### src/rtl/prescale_pkg.sv
// Package: elaboration-time arithmetic for the ring prescaler.
// Assumes every ratio handed in is a positive int; factors are taken in
// ascending order, and the same order is used for stage placement.
package prescale_pkg;

    localparam int MIN_FACTOR = 2;
    localparam int MAX_FACTOR = 31;

    // Value left after removing all factors in [MIN_FACTOR, MAX_FACTOR].
    function automatic int leftover(input int ratio);
        int n;
        n = ratio;
        for (int p = MIN_FACTOR; p <= MAX_FACTOR; p++) begin
            while (n > 1 && (n % p) == 0) n = n / p;
        end
        return n;
    endfunction

    // Number of factors (with repetition) found in the allowed range.
    function automatic int factor_count(input int ratio);
        int n;
        int cnt;
        n   = ratio;
        cnt = 0;
        for (int p = MIN_FACTOR; p <= MAX_FACTOR; p++) begin
            while (n > 1 && (n % p) == 0) begin
                n   = n / p;
                cnt = cnt + 1;
            end
        end
        return cnt;
    endfunction

    // The k-th factor in ascending order; 2 if k is out of range.
    function automatic int factor_at(input int ratio, input int k);
        int n;
        int idx;
        int res;
        n   = ratio;
        idx = 0;
        res = MIN_FACTOR;
        for (int p = MIN_FACTOR; p <= MAX_FACTOR; p++) begin
            while (n > 1 && (n % p) == 0) begin
                if (idx == k) res = p;
                n   = n / p;
                idx = idx + 1;
            end
        end
        return res;
    endfunction

    // Ring position of stage k when the whole cascade is at phase ph.
    function automatic int digit_at(input int ratio, input int k, input int ph);
        int div;
        div = 1;
        for (int j = 0; j < k; j++) div = div * factor_at(ratio, j);
        return (ph / div) % factor_at(ratio, k);
    endfunction

    // High time in cycles: 1 when no duty is given, else rounded and clamped.
    function automatic int high_cycles(input real duty, input int ratio);
        int h;
        if (duty == 0.0) return 1;
        h = int'(duty * real'(ratio));
        if (h < 1) h = 1;
        if (h > ratio - 1) h = ratio - 1;
        return h;
    endfunction

endpackage

### src/rtl/ring_stage.sv
// Module: one circulating one-hot ring of LEN positions.
// Rotates by one position when adv_i is high. tap_o marks the last
// position, match_o marks position MATCH_POS. Assumes LEN >= 2.
module ring_stage #(
    parameter int LEN       = 2,
    parameter int MATCH_POS = 0
) (
    input  logic clk_i,
    input  logic rst_n_i,
    input  logic adv_i,
    output logic tap_o,
    output logic match_o
);

    logic [LEN-1:0] ring_q;

    // Rotate the single hot bit upward; reset puts it at position 0.
    always_ff @(posedge clk_i) begin
        if (!rst_n_i)   ring_q <= {{(LEN-1){1'b0}}, 1'b1};
        else if (adv_i) ring_q <= {ring_q[LEN-2:0], ring_q[LEN-1]};
    end

    assign tap_o   = ring_q[LEN-1];
    assign match_o = ring_q[MATCH_POS];

endmodule

### src/rtl/ring_cascade.sv
// Module: chain of rings whose lengths multiply to RATIO.
// wrap_o is high in the last phase of the period (every ring at its tap).
// fall_o is high in phase FALL_PHASE. Assumes RATIO has been checked to
// factor fully into [2, 31] and NSTG equals that factor count.
module ring_cascade #(
    parameter int RATIO      = 60,
    parameter int NSTG       = 4,
    parameter int FALL_PHASE = 0
) (
    input  logic clk_i,
    input  logic rst_n_i,
    output logic wrap_o,
    output logic fall_o
);

    logic [NSTG:0]   en_chain;
    logic [NSTG-1:0] tap_vec;
    logic [NSTG-1:0] hit_vec;

    assign en_chain[0] = 1'b1;

    // One ring per factor; each ring advances only when all earlier rings wrap.
    for (genvar g = 0; g < NSTG; g++) begin : g_stage
        localparam int F_LEN = prescale_pkg::factor_at(RATIO, g);
        localparam int F_POS = prescale_pkg::digit_at(RATIO, g, FALL_PHASE);

        ring_stage #(
            .LEN       (F_LEN),
            .MATCH_POS (F_POS)
        ) u_ring (
            .clk_i   (clk_i),
            .rst_n_i (rst_n_i),
            .adv_i   (en_chain[g]),
            .tap_o   (tap_vec[g]),
            .match_o (hit_vec[g])
        );

        assign en_chain[g+1] = en_chain[g] & tap_vec[g];
    end

    assign wrap_o = en_chain[NSTG];
    assign fall_o = &hit_vec;

endmodule

### src/rtl/ce_shaper.sv
// Module: output register for the enable. Set on the period wrap, cleared
// on the fall phase. Assumes wrap_i and fall_i are never high together.
module ce_shaper (
    input  logic clk_i,
    input  logic rst_n_i,
    input  logic wrap_i,
    input  logic fall_i,
    output logic ce_o
);

    // Hold the enable between the rise and fall phases.
    always_ff @(posedge clk_i) begin
        if (!rst_n_i)    ce_o <= 1'b0;
        else if (wrap_i) ce_o <= 1'b1;
        else if (fall_i) ce_o <= 1'b0;
    end

endmodule

### src/rtl/ring_prescaler.sv
// Module: clock-enable divider built from a factorized ring cascade.
// ratio = IN_FREQ_HZ / OUT_FREQ_HZ. DUTY = 0.0 selects one-cycle pulses.
// Otherwise DUTY lies in (0, 1) and sets the high fraction. Elaboration
// stops on an unusable ratio or duty value.
module ring_prescaler #(
    parameter int  IN_FREQ_HZ  = 100_000_000,
    parameter int  OUT_FREQ_HZ = 1,
    parameter real DUTY        = 0.0
) (
    input  logic clk_i,
    input  logic rst_n_i,
    output logic ce_o
);

    localparam int RATIO      = IN_FREQ_HZ / OUT_FREQ_HZ;
    localparam int NFAC       = prescale_pkg::factor_count(RATIO);
    localparam int NSTG       = (NFAC < 1) ? 1 : NFAC;
    localparam int HIGH_CYC   = prescale_pkg::high_cycles(DUTY, RATIO);
    localparam int FALL_PHASE = HIGH_CYC - 1;

    // Elaboration guards on the ratio and the duty fraction.
    if (RATIO < 2 || prescale_pkg::leftover(RATIO) != 1) begin : g_bad_ratio
        $fatal(1, "ring_prescaler: ratio must be >= 2 with all prime factors <= 31");
    end
    if (DUTY != 0.0 && (DUTY <= 0.0 || DUTY >= 1.0)) begin : g_bad_duty
        $fatal(1, "ring_prescaler: duty fraction must lie strictly between 0 and 1");
    end

    logic wrap_w;
    logic fall_w;

    ring_cascade #(
        .RATIO      (RATIO),
        .NSTG       (NSTG),
        .FALL_PHASE (FALL_PHASE)
    ) u_cascade (
        .clk_i   (clk_i),
        .rst_n_i (rst_n_i),
        .wrap_o  (wrap_w),
        .fall_o  (fall_w)
    );

    ce_shaper u_shaper (
        .clk_i   (clk_i),
        .rst_n_i (rst_n_i),
        .wrap_i  (wrap_w),
        .fall_i  (fall_w),
        .ce_o    (ce_o)
    );

endmodule

### config.mk
export PLATFORM = sky130hd
export DESIGN_NAME = ring_prescaler
export DESIGN_NICKNAME = d
export VERILOG_FILES = /design/src/rtl/prescale_pkg.sv /design/src/rtl/ring_stage.sv /design/src/rtl/ring_cascade.sv /design/src/rtl/ce_shaper.sv /design/src/rtl/ring_prescaler.sv
export SDC_FILE = /design/constraint.sdc
export NUM_CORES = 1
export LEC_CHECK = 0
export ABC_AREA = 1
export CORE_AREA = 2 2 79 81
export CTS_BUF_LIST = sky130_fd_sc_hd__clkbuf_16
export DETAILED_ROUTE_END_ITERATION = 7
export DIE_AREA = 0 0 81 83
export PLACE_DENSITY = 0.57
export SYNTH_ARGS = -nofsm -noshare
export SYNTH_HDL_FRONTEND = slang
export SYNTH_SLANG_ARGS = --single-unit
### constraint.sdc
create_clock -name clk_i -period 4.8 [get_ports clk_i]
set_clock_uncertainty 0.15 [all_clocks]
set_input_delay 0.48 -clock clk_i [delete_from_list [all_inputs] [get_ports clk_i]]
set_output_delay 0.48 -clock clk_i [all_outputs]
set_load 0.05 [all_outputs]
=== Word-level counts from Yosys, hierarchy flattened ===
Cells that the tools add are included.

* Bits in registers: 57
* Word-level logic and storage cells: 36
* Bits of input ports: 2
* Output and inout port bits: 1

* Multiplexer cells: 2
* Reductions and logical operators: 2
* Bitwise gates (word level): 15

{| class="wikitable"
|+ Operators by type and width
! kind !! count
|-
| AND reduction 16 bit || 1
|-
| AND 1 bit || 15
|-
| 2-to-1 mux 1 bit || 2
|-
| nonzero test 2 bit || 1
|}

=== Longest topological paths before layout ===
Gate-level depths: netlist (run 1).

* Word-level depth: 16
* Gate-level depth with buffers: 10
* Mapped depth without buffers: 10

=== By module ===
From an unflattened synthesis (run 1), not the netlist that was laid out.

* Cells, all modules: 370
* Area total of the unflattened synthesis: 2588.7 um^2

{| class="wikitable"
|+ Modules (own cells, without submodules)
! module !! sequential area each (um^2) !! area each (um^2) !! cells an instance !! instances
|-
| ring_stage at u_cascade.g_stage[10].u_ring ... || 100.1 || 212.7 || 30 || 8
|-
| ring_stage at u_cascade.g_stage[0].u_ring ... || 40.0 || 77.6 || 11 || 8
|-
| ring_cascade || 0.0 || 222.7 || 36 || 1
|-
| ce_shaper || 20.0 || 43.8 || 6 || 1
|}

=== Worst setup path before layout (run 1) ===
Ideal clock, no wire load.

* Kind: flip-flop to flip-flop
* Start: register u_cascade.g_stage[0].u_ring.ring_q[1]
* End: register u_cascade.g_stage[13].u_ring.ring_q[1]
* Arrival time: 1.574 ns
* Setup slack: 2.960 ns
* Cell stages (with the launch flop): 11
* Data required time: 4.534 ns
* Setup time: 0.116 ns
* Path buffers: 1
* Clock period less this slack: 1.840 ns
* Cells stage by stage: dfxtp_1 -> nand4_4 -> nor2_4 -> nand4_4 -> nor2_4 -> nand4_4 -> nor2_4 -> buf_6 -> inv_2 -> nor2_1 -> nor2_1

* Cells in the longest elaborated chain, start to end: 12

{| class="wikitable"
|+ RTL lines
! element !! line !! text
|-
| start: declaration || ring_stage.sv:15 || <nowiki>logic [LEN-1:0] ring_q;</nowiki>
|-
| start signal: assignment || ring_stage.sv:19 || <nowiki>if (!rst_n_i) ring_q <= {{(LEN-1){1'b0}}, 1'b1};</nowiki>
|-
| start signal: assignment || ring_stage.sv:20 || <nowiki>else if (adv_i) ring_q <= {ring_q[LEN-2:0], ring_q[LEN-1]};</nowiki>
|-
| AND 1 bit (12 in series) || ring_cascade.sv:38 || <nowiki>assign en_chain[g+1] = en_chain[g] & tap_vec[g];</nowiki>
|-
| end signal: assignment || ring_stage.sv:19 ||
|-
| end signal: assignment || ring_stage.sv:20 ||
|-
| end: declaration || ring_stage.sv:15 ||
|}

No other way between the ends.
A chain may end at the register's enable or synchronous reset.

=== Worst setup path in the final report (run 1) ===
* Start: register u_cascade.g_stage[0].u_ring.ring_q[1]
* End: register u_cascade.g_stage[14].u_ring.ring_q[1]

* Cells in the longest elaborated chain, start to end: 13

{| class="wikitable"
|+ RTL lines
! element !! line
|-
| AND 1 bit (13 in series) || ring_cascade.sv:38
|-
| end signal: assignment || ring_stage.sv:19
|-
| end signal: assignment || ring_stage.sv:20
|-
| end: declaration || ring_stage.sv:15
|}

No other way between the ends.

==> metrics.md, run 1 <==
| Metric | Value |
|---|---|
| Status | complete, no violations |
| Mux cell area share after synthesis | 0 |
| Cts repair resizes | 0 |
| Total die area | 6723 µm² |
| Arr. time, crit path | 2.39 ns |
| First-pass GRT wire length | 6568 µm |
| Main combinational cell family by area after synthesis | simple AND/OR/NAND/NOR gates |
| Worst VDD drop | 0.2183 mV |
| Area Growth Syn to Fin | 15.07% |
| Synthesized area | 2142 µm² |
| Worst R2R Start | u_cascade.g_stage[0].u_ring.ring_q[1] |
| Warnings from Yosys | 0 |
| Post-CTS setup buffers | 0 |
| Routed WL per cell | 11.22 µm |
| Post-Synth Simple-Gate Area | 0.2704 |
| Clk slew on worst S/H paths | 0.05 ns |
| Worst hold path type | reg -> reg |
| Routed wire length | 3746 µm |
| Ratio of cells with drive above 1 in the final layout | 0.1081 |
| Core area | 5816 µm² |
| Slack of the critical path | 2.439 ns |
| Hold path start | u_cascade.g_stage[11].u_ring.ring_q[2] |
| H-tree depth | 3 |
| CTS tree | built |
| Synth Area in Compound Gates | 0.1355 |
| Detailed-route via count | 1564 |
| Number of antenna repair diodes | 0 |
| Synthesized flop and latch total | 57 |
| Synth Area in XOR/XNOR | 0 |
| Slew @ Worst Pin | 0.4943 ns |
| Max Buffers Root-to-Sink | 2 |
| Max-slew headroom | 0.6694 |
| Vias in the first global route | 1453 |
| RSZ-0062 raised after global routing | no |
| Post-DRT Antenna Nets | 0 |
| Largest net degree at the start of global routing | 46 |
| Initial DRC Count | 71 |
| CTS root buf | clkbuf_16 |
| Rows | 28 |
| CP Launch Point | u_cascade.g_stage[0].u_ring.ring_q[1] |
| Leak Pwr | 1.054 nW |
| Register area share after synthesis | 0.5327 |
| Total track usage | 0.1298 |
| Fmax | 423.6 MHz |
| Port Buffers | 2 |
| Routability cong. | 0.7105 |
| Minimum clock period | 2.361 ns |
| Initial Util | 0.3683 |
| Worst slack at placement | 2.422 ns |
| Vias per cell | 4.683 |
| R2R Setup Slk | 2.44 ns |
| Total CTS buffers | 9 |
| Final setup fails | 0 |
| Final net count | 256 |
| Initial antenna violation count | 0 |
| I/O pin cnt | 3 |
| CTS sink cnt | 57 |
| Count leader, synth | dfxtp_1 |
| Max Slew Vio Count | 0 |
| Post-synth top flop | dfxtp_1 |
| DRC | 0 |
| Worst Setup Start Kind | register |
| Design area | 2465 µm² |
| DIE WIDTH | 81 µm |
| Synth Area per Inst | 8.534 µm² |
| Synth area leaders | dfxtp_1 (53%), nand2_1 (6.1%), nor2_1 (6.0%) |
| Post-Syn Nets | 253 |
| CP endpoint kind | register |
| Yosys top cell area share | 0.5327 |
| Fin crit share | 0.4918 |
| Ys async rst share | 0 |
| Data required, critical path | 4.83 ns |
| Mapped Cells | 251 |
| PwrDens | 420.3 nW/µm² |
| Grt ovf | 0 |
| Max-cap violations | 0 |
| CP Max Fanout | 13 |
| DP Area | 2211 µm² |
| DIE HEIGHT | 83 µm |
| Setup TNS | 0 ns |
| Final hold viol count | 0 |
| Later-pin clock latency in the skew report | 0.32 ns |
| Commonest cells post-synth | dfxtp_1 (57), nand2_1 (35), nor2_1 (34) |
| Post-synth EDFFs | 0 |
| Hold_buf cts | 0 |
| Drt pass-1 iters | 4 |
| Hpwl dp | 2460 µm |
| Adder-cell area share of the yosys netlist | 0 |
| Area leader, netlist | dfxtp_1 |
| Synth unique cells | 21 |
| WS Path Type | reg -> reg |
## stage by stage
stage	total power, W	cells	hold WS [ns]	util
after floorplan	0.0005036	251	0.2635	-
after global placement	0.0005084	318	0.2876	0.3802
after detailed placement	0.0005084	318	0.2875	0.3802
after CTS	0.001051	334	0.2938	0.4238
after global routing	0.001082	334	0.3031	0.4238
final	0.001036	334	0.2914	0.4238
## final timing paths
kind / to / cells past startpoint
worst max-delay path: u_cascade.g_stage[14].u_ring.ring_q[1] / 9
worst min-delay path: u_cascade.g_stage[11].u_ring.ring_q[2] / 2
worst max register to register: u_cascade.g_stage[14].u_ring.ring_q[1] / 9
worst min register to register: u_cascade.g_stage[11].u_ring.ring_q[2] / 2
## routing by layer
metal | track usage | up-vias | wire (µm) | part of all wire
met3 | 0.07174 | 4 | 166 | 0.044
met5 | 0 | - | 0 | 0
li1 | - | 839 | - | -
met2 | 0.1856 | 17 | 1660 | 0.44
met4 | 0.05547 | 0 | 45 | 0.012
met1 | 0.1592 | 704 | 1873 | 0.50
## cell usage in the layout, fill, tap and decap left out, types with 2 or more instances in the layout
cell type | Yosys | final
dfxtp_1 | 57 | 57
nand2_1 | 35 | 35
nor2_1 | 34 | 34
o21ai_0 | 25 | 25
a21oi_1 | 24 | 24
inv_1 | 20 | 21
nand3_1 | 20 | 20
clkbuf_16 | 0 | 9
nor2_4 | 5 | 5
nand4_4 | 4 | 4
nand4_1 | 4 | 4
clkinv_1 | 0 | 4
nand4_2 | 3 | 3
o211ai_1 | 3 | 3
clkinv_2 | 0 | 2
clkdlybuf4s50_1 | 0 | 2
## cell type report
cell class	instances	area, µm²
multi-input combinational	162	869.6
inverter	21	78.83
tap	75	93.84
clock inverter	7	28.78
timing repair buffer	3	27.53
sequential	57	1141
fill	610	3351
clock buffer	9	225.2
## flip-flops by register name (all words and copies together), names as in the netlist
signal and count:
u_cascade.g_stage.u_ring.ring_q 56, u_shaper.ce_o 1
## worst max-delay path, stage by stage, from the launching register on
cell and delay, ns:
dfxtp_1 0.45, nand4_4 0.18, nor2_4 0.19, nand4_4 0.14, nor2_4 0.29, nand4_4 0.20, nor2_4 0.26, nand2_1 0.18
nand2_1 0.10, a21oi_1 0.06
## cell families after synthesis
logic type | count (synthesis)
AO/OA/AOI/OAI | 55
buffers and inverters | 32
flip-flops | 57
AND/OR/NAND/NOR | 107
## report_power, final
group | internal (W) | switching (W) | total (W) | leakage, nW
Clock | 0.000336 | 0.000201 | 0.000537 | 0.130
Combinational | 0.00000509 | 0.0000114 | 0.0000165 | 0.463
Sequential | 0.000478 | 0.00000457 | 0.000483 | 0.461
Total | 0.000819 | 0.000217 | 0.00104 | 1.05
Note: power is estimated with default switching activity, not from simulation.
==> run 2, diff against run 1 <==
Settings changed: PLACE_DENSITY 0.57 to 0.59.
Clock period 4.8 ns to 2.1 ns, I/O delays scaled along.
==> metrics.md, run 2 (synthesized netlist as in run 1, its figures left out) <==
| Metric | Value |
|---|---|
| Status | complete, no violations |
| Largest net degree at the start of global routing | 24 |
| Hold_buf cts | 0 |
| Initial Util | 0.3683 |
| Vias in the first global route | 1409 |
| Leak Pwr | 1.109 nW |
| Critical R2R Capture | u_cascade.g_stage[14].u_ring.ring_q[3] |
| Final hold viol count | 0 |
| Detailed-route via count | 1583 |
| Max reg flops | 56 |
| Hold Path Sink | u_cascade.g_stage[11].u_ring.ring_q[3] |
| I/O pin cnt | 3 |
| Max Slew Vio Count | 0 |
| CTS root buf | clkbuf_16 |
| Max-slew headroom | 0.6706 |
| Slew @ Worst Pin | 0.4925 ns |
| Hold path start | u_cascade.g_stage[11].u_ring.ring_q[3] |
| Area Growth Syn to Fin | 18.63% |
| Largest regs | u_cascade.g_stage.u_ring.ring_q: 56 flops, u_shaper.ce_o: 1 flops |
| PwrDens | 938.1 nW/µm² |
| Number of antenna repair diodes | 0 |
| Hold Path Stages | 2 |
| Hpwl dp | 2600 µm |
| Total die area | 6723 µm² |
| Arr. time, crit path | 2.04 ns |
| Most common cell after layout, fill and taps aside | dfxtp_1 |
| WS Path Type | reg -> reg |
| Routed wire length | 3940 µm |
| Ratio of cells with drive above 1 in the final layout | 0.1567 |
| FF-to-FF path depth | 9 |
| Total CTS buffers | 9 |
| Grt ovf | 0 |
| R2R Setup Slk | 0.16 ns |
| Max-cap violations | 0 |
| DRC | 0 |
| Fin crit share | 0.9239 |
| Total track usage | 0.1315 |
| H-tree depth | 3 |
| Drt pass-1 iters | 4 |
| Placed insts | 324 |
| Final net count | 265 |
| Initial antenna violation count | 0 |
| Slack of the critical path | 0.1597 ns |
| Later-pin clock latency in the skew report | 0.33 ns |
| Core area | 5816 µm² |
| Register name with the most flops | u_cascade.g_stage.u_ring.ring_q |
| Worst R2R Start | u_cascade.g_stage[0].u_ring.ring_q[1] |
| Port Buffers | 2 |
| DP Area | 2256 µm² |
| First-pass GRT wire length | 6610 µm |
| DIE HEIGHT | 83 µm |
| CTS sink cnt | 57 |
| Vias per cell | 4.615 |
| Data required, critical path | 2.20 ns |
| CP Max Fanout | 8 |
| Worst Setup Start Kind | register |
| Rows | 28 |
| Worst hold path type | reg -> reg |
| Minimum clock period | 1.940 ns |
| Worst slack at placement | 0.04253 ns |
| Routed WL per cell | 11.49 µm |
| Most frequent cells in the layout | dfxtp_1 (53), nand2_1 (35), nor2_1 (34) |
| Fmax | 515.4 MHz |
| Design area | 2541 µm² |
| Final cell count without fillers | 343 |
| DIE WIDTH | 81 µm |
| CP endpoint kind | register |
| Post-DRT Antenna Nets | 0 |
| Worst VDD drop | 0.5307 mV |
| Max Buffers Root-to-Sink | 2 |
| Initial DRC Count | 57 |
| CTS tree | built |
| Final setup fails | 0 |
| Clk slew on worst S/H paths | 0.05 ns |
| Routability cong. | 0.7045 |
## run 2: cell count changes in the layout (fill, tap and decap cells not counted)
| cell | before | now |
|---|---|---|
| buf_4 | 1 | 10 |
| clkinv_1 | 4 | 0 |
| clkinvlp_4 | 0 | 1 |
| dfxtp_1 | 57 | 53 |
| dfxtp_2 | 0 | 4 |
| inv_1 | 21 | 24 |
## run 2: power by group
part | internal (W) | total, W | switching [W]
clock network | 0.000772 | 0.00124 | 0.000468
logic | 0.0000130 | 0.0000395 | 0.0000266
registers | 0.00109 | 0.00110 | 0.0000110
## run 2: how the worst max path moves through the flow
| stage | cells past startpoint | end | startpoint | slack (ns) |
|---|---|---|---|---|
| final | 9 | u_cascade.g_stage[14].u_ring.ring_q[3] | u_cascade.g_stage[0].u_ring.ring_q[1] | 0.16 |
| after global routing | 9 | u_cascade.g_stage[14].u_ring.ring_q[3] | u_cascade.g_stage[0].u_ring.ring_q[1] | -0.0006 |
| after CTS | 9 | u_cascade.g_stage[14].u_ring.ring_q[3] | u_cascade.g_stage[0].u_ring.ring_q[1] | 0.03 |
| after detailed placement | 9 | u_cascade.g_stage[14].u_ring.ring_q[3] | u_cascade.g_stage[0].u_ring.ring_q[1] | 0.04 |
| after global placement | 9 | u_cascade.g_stage[14].u_ring.ring_q[4] | u_cascade.g_stage[0].u_ring.ring_q[1] | 0.11 |
| after floorplan | 10 | u_cascade.g_stage[13].u_ring.ring_q[1] | u_cascade.g_stage[0].u_ring.ring_q[1] | 0.26 |
## run 2: final cells by class
type                            count  area (µm²)
Sequential cell                    57        1146
Fill cell                         600        3274
Tap cell                           75       93.84
Timing Repair Buffer               12       95.09
Inverter                           21       78.83
Clock buffer                        9       225.2
Multi-Input combinational cell    162       869.6
Clock inverter                      7       32.53
## run 2: stage by stage
step / util / total power, W / hold WS, ns / setup TNS, ns
floorplan: - / 0.001151 / 0.2635 / 0
global placement: 0.3879 / 0.001164 / 0.2795 / 0
detailed placement: 0.3879 / 0.001164 / 0.2822 / 0
CTS: 0.4322 / 0.002416 / 0.2892 / 0
global route: 0.4370 / 0.002472 / 0.3138 / -0.0005762
finish: 0.4370 / 0.002384 / 0.2874 / 0
## run 2: metal layers
metal | up-vias | track usage | routed length, µm
li1 | 858 | - | -
met1 | 700 | 0.1703 | 2000
met2 | 14 | 0.1743 | 1684
met3 | 11 | 0.06848 | 171
met4 | 0 | 0.06934 | 84
met5 | - | 0 | 0
## run 2: worst max-delay path, cell delays in order (launching register included)
cell and delay (ns):
dfxtp_2 0.39, nand4_4 0.16, nor2_4 0.21, nand4_4 0.14, nor2_4 0.14, nand4_4 0.11
nor2_4 0.17, buf_4 0.17, nand3_1 0.07, a21oi_1 0.16
## run 2: repair_timing
action | in CTS | in global routing
setup buffers | 0 | 3
setup endpoints to repair | 0 | 13
endpoints found under the hold margin | 0 | 0
gates resized for setup | 0 | 4
==> run 3, diff against run 2 <==
Settings changed: CORE_AREA 2 2 79 81 to 2 2 86 88, DIE_AREA 0 0 81 83 to 0 0 88 90, PLACE_DENSITY 0.59 to 0.6, SYNTH_HIERARCHICAL set to 1.
==> metrics.md, run 3 <==
| Metric | Value |
|---|---|
| Status | complete, no violations |
| Worst VDD drop | 0.4089 mV |
| Overall power | 0.002543 W |
| Fin crit share | 0.9224 |
| Crit-path cells | nand3_2 -> nor2_4 -> nand4_4 -> nor2_4 -> nand4_4 -> nor2_4 -> nand2_1 -> nor2_2 -> buf_4 -> inv_1 -> nand2_1 -> nand3_1 |
| Final setup fails | 0 |
| Register area share after synthesis | 0.4408 |
| Synthesized flop and latch total | 57 |
| Final net count | 389 |
| Final hold viol count | 0 |
| CTS root buf | clkbuf_16 |
| Synthesized area | 2589 µm² |
| Worst R2R Start | u_cascade/g_stage[2].u_ring/ring_q[1] |
| Max Slew Vio Count | 0 |
| Slowest cell on crit path | dfxtp_1 |
| Worst Setup Start Kind | register |
| Vias per cell | 3.953 |
| Max-cap violations | 0 |
| DIE HEIGHT | 90 µm |
| Mapped Cells | 370 |
| Drt pass-1 iters | 4 |
| Largest regs | u_cascade/g_stage.u_ring/ring_q: 56 flops, u_shaper/ce_o: 1 flops |
| Total track usage | 0.1143 |
| Max Buffers Root-to-Sink | 2 |
| Post-DRT Antenna Nets | 0 |
| PwrDens | 845.3 nW/µm² |
| GR peak layer | met2 |
| Mux cell area share after synthesis | 0 |
| Arr. time, crit path | 1.97 ns |
| Initial antenna violation count | 0 |
| Routed WL per cell | 7.900 µm |
| Routed wire length | 3879 µm |
| Met3 Track Usage GR | 0.03030 |
| Leak Pwr | 1.402 nW |
| I/O pin cnt | 3 |
| Post-synth top flop | dfxtp_1 |
| Most common cell after layout, fill and taps aside | nand2_1 |
| CP Max Fanout | 6 |
| Synth area leaders | dfxtp_1 (44%), nand2_1 (15%), inv_1 (11%) |
| Yosys top cell area share | 0.4408 |
| Grt ovf | 0 |
| DRC | 0 |
| Count leader, synth | nand2_1 |
| Hpwl dp | 2618 µm |
| Global Route met2 Usage | 0.1660 |
| Main combinational cell family by area after synthesis | simple AND/OR/NAND/NOR gates |
| Warnings from Yosys | 6 |
| Setup TNS | 0 ns |
| Later-pin clock latency in the skew report | 0.32 ns |
| Most frequent cells in the layout | nand2_1 (102), inv_1 (72), nor2_1 (57) |
| Port Buffers | 2 |
| Initial DRC Count | 53 |
| WS Path Type | reg -> reg |
| GR Util met1 | 0.1456 |
| Post-synth EDFFs | 0 |
| CTS sink cnt | 57 |
| Ratio of cells with drive above 1 in the final layout | 0.1964 |
| Register name with the most flops | u_cascade/g_stage.u_ring/ring_q |
| Synth Area in Compound Gates | 0.003383 |
| CP Buf/Inv Count | 2 |
| CP Launch Point | u_cascade/g_stage[2].u_ring/ring_q[1] |
| Hold_buf cts | 0 |
| Minimum clock period | 1.937 ns |
| Fmax | 516.3 MHz |
| First-pass GRT wire length | 7182 µm |
| Routability cong. | 0.7256 |
| Hold path start | rst_n_i |
| CP top delay family | simple AND/OR/NAND/NOR gates |
| Adder-cell area share of the yosys netlist | 0 |
| Ys async rst share | 0 |
| H-tree depth | 3 |
| Largest net degree at the start of global routing | 25 |
| Vias in the first global route | 1689 |
| Max reg flops | 56 |
| Core area | 7020 µm² |
| Area leader, netlist | dfxtp_1 |
| Detailed-route via count | 1941 |
| Worst hold path type | in -> reg |
| Post-layout util | 0.4286 |
| Synth Area in XOR/XNOR | 0 |
| Synth unique cells | 16 |
| Commonest cells post-synth | nand2_1 (102), inv_1 (74), nor2_1 (58) |
| CP endpoint kind | register |
| CTS tree | built |
| Post-Synth Simple-Gate Area | 0.4123 |
| Clk slew on worst S/H paths | 0.05 ns |
| Data required, critical path | 2.14 ns |
| Total die area | 7920 µm² |
| Max incr delay on CP | 0.36 ns |
| Area Growth Syn to Fin | 16.24% |
| Number of antenna repair diodes | 0 |
| Initial Util | 0.3687 |
| Total CTS buffers | 9 |
| DIE WIDTH | 88 µm |
| Synth Area per Inst | 6.997 µm² |
| Number of fill cells in the layout | 723 |
| Rows | 31 |
| Most used cell, CP | nor2_4 |
| RSZ-0062 raised after global routing | no |
[run 3: cell count changes after synthesis, moves of 7 or more]
cell      change
nor2_1       +24
o21ai_0      -25
inv_1        +54
clkbuf_1      -7
nor2_2       +24
nand2_2      +16
buf_6         +7
nand2_1      +67
a21oi_1      -24
[run 3: cells by family after synthesis]
group / count (synthesis)
other: 1
and+or+nand+nor: 229
DFF: 57
buffers and inverters: 82
AOI/OAI and AO/OA: 1
[run 3: final timing paths]
path | depth (start not counted) | to | slack [ns]
worst max-delay path | 12 | u_cascade/g_stage[14].u_ring/ring_q[0] | 0.16
worst min-delay path | 2 | u_cascade/g_stage[13].u_ring/ring_q[0] | 0.15
worst max register to register | 12 | u_cascade/g_stage[14].u_ring/ring_q[0] | 0.16
worst min register to register | 2 | u_cascade/g_stage[11].u_ring/ring_q[3] | 0.32
[run 3: timing repair]
action                                  4_1_cts  5_1_grt
endpoints found under the setup margin        0       18
gates resized for setup                       0        6
setup buffers                                 0        1
endpoints found under the hold margin         0        0
[run 3: power by group]
group	internal (W)	switching [W]	total, W
Sequential	0.00109	0.00000689	0.00110
Combinational	0.0000241	0.0000465	0.0000706
Clock	0.000902	0.000472	0.00137
Total	0.00202	0.000525	0.00254
[run 3: per-layer routing]
metal / vias up / part of all wire / wire length (µm)
li1: 1105 / - / -
met1: 817 / 0.52 / 2028
met2: 13 / 0.44 / 1699
met3: 6 / 0.016 / 64
met4: 0 / 0.022 / 87
met5: - / 0 / 0
[run 3: final cells by class]
type	count	area [µm²]	share of cell area
clock buffer	9	225.2	0.07484
clock inverter	7	62.56	0.02079
inverter	74	281.5	0.09355
multi-input combinational	234	1094	0.3634
sequential	57	1142	0.3796
tap	99	123.9	0.04116
timing repair buffer	11	80.08	0.02661
[run 3: per-stage QoR]
stage | area (µm²) | setup WS (ns) | std cells | hold WS (ns)
2_1_floorplan | 2600 | 0.2100 | 373 | 0.1441
3_3_place_gp | 2701 | 0.1742 | 473 | 0.3079
3_5_place_dp | 2701 | 0.1173 | 473 | 0.3138
4_1_cts | 2989 | 0.09485 | 489 | 0.1555
5_1_grt | 3009 | 0.0003377 | 491 | 0.1695
6_report | 3009 | 0.1631 | 491 | 0.1469
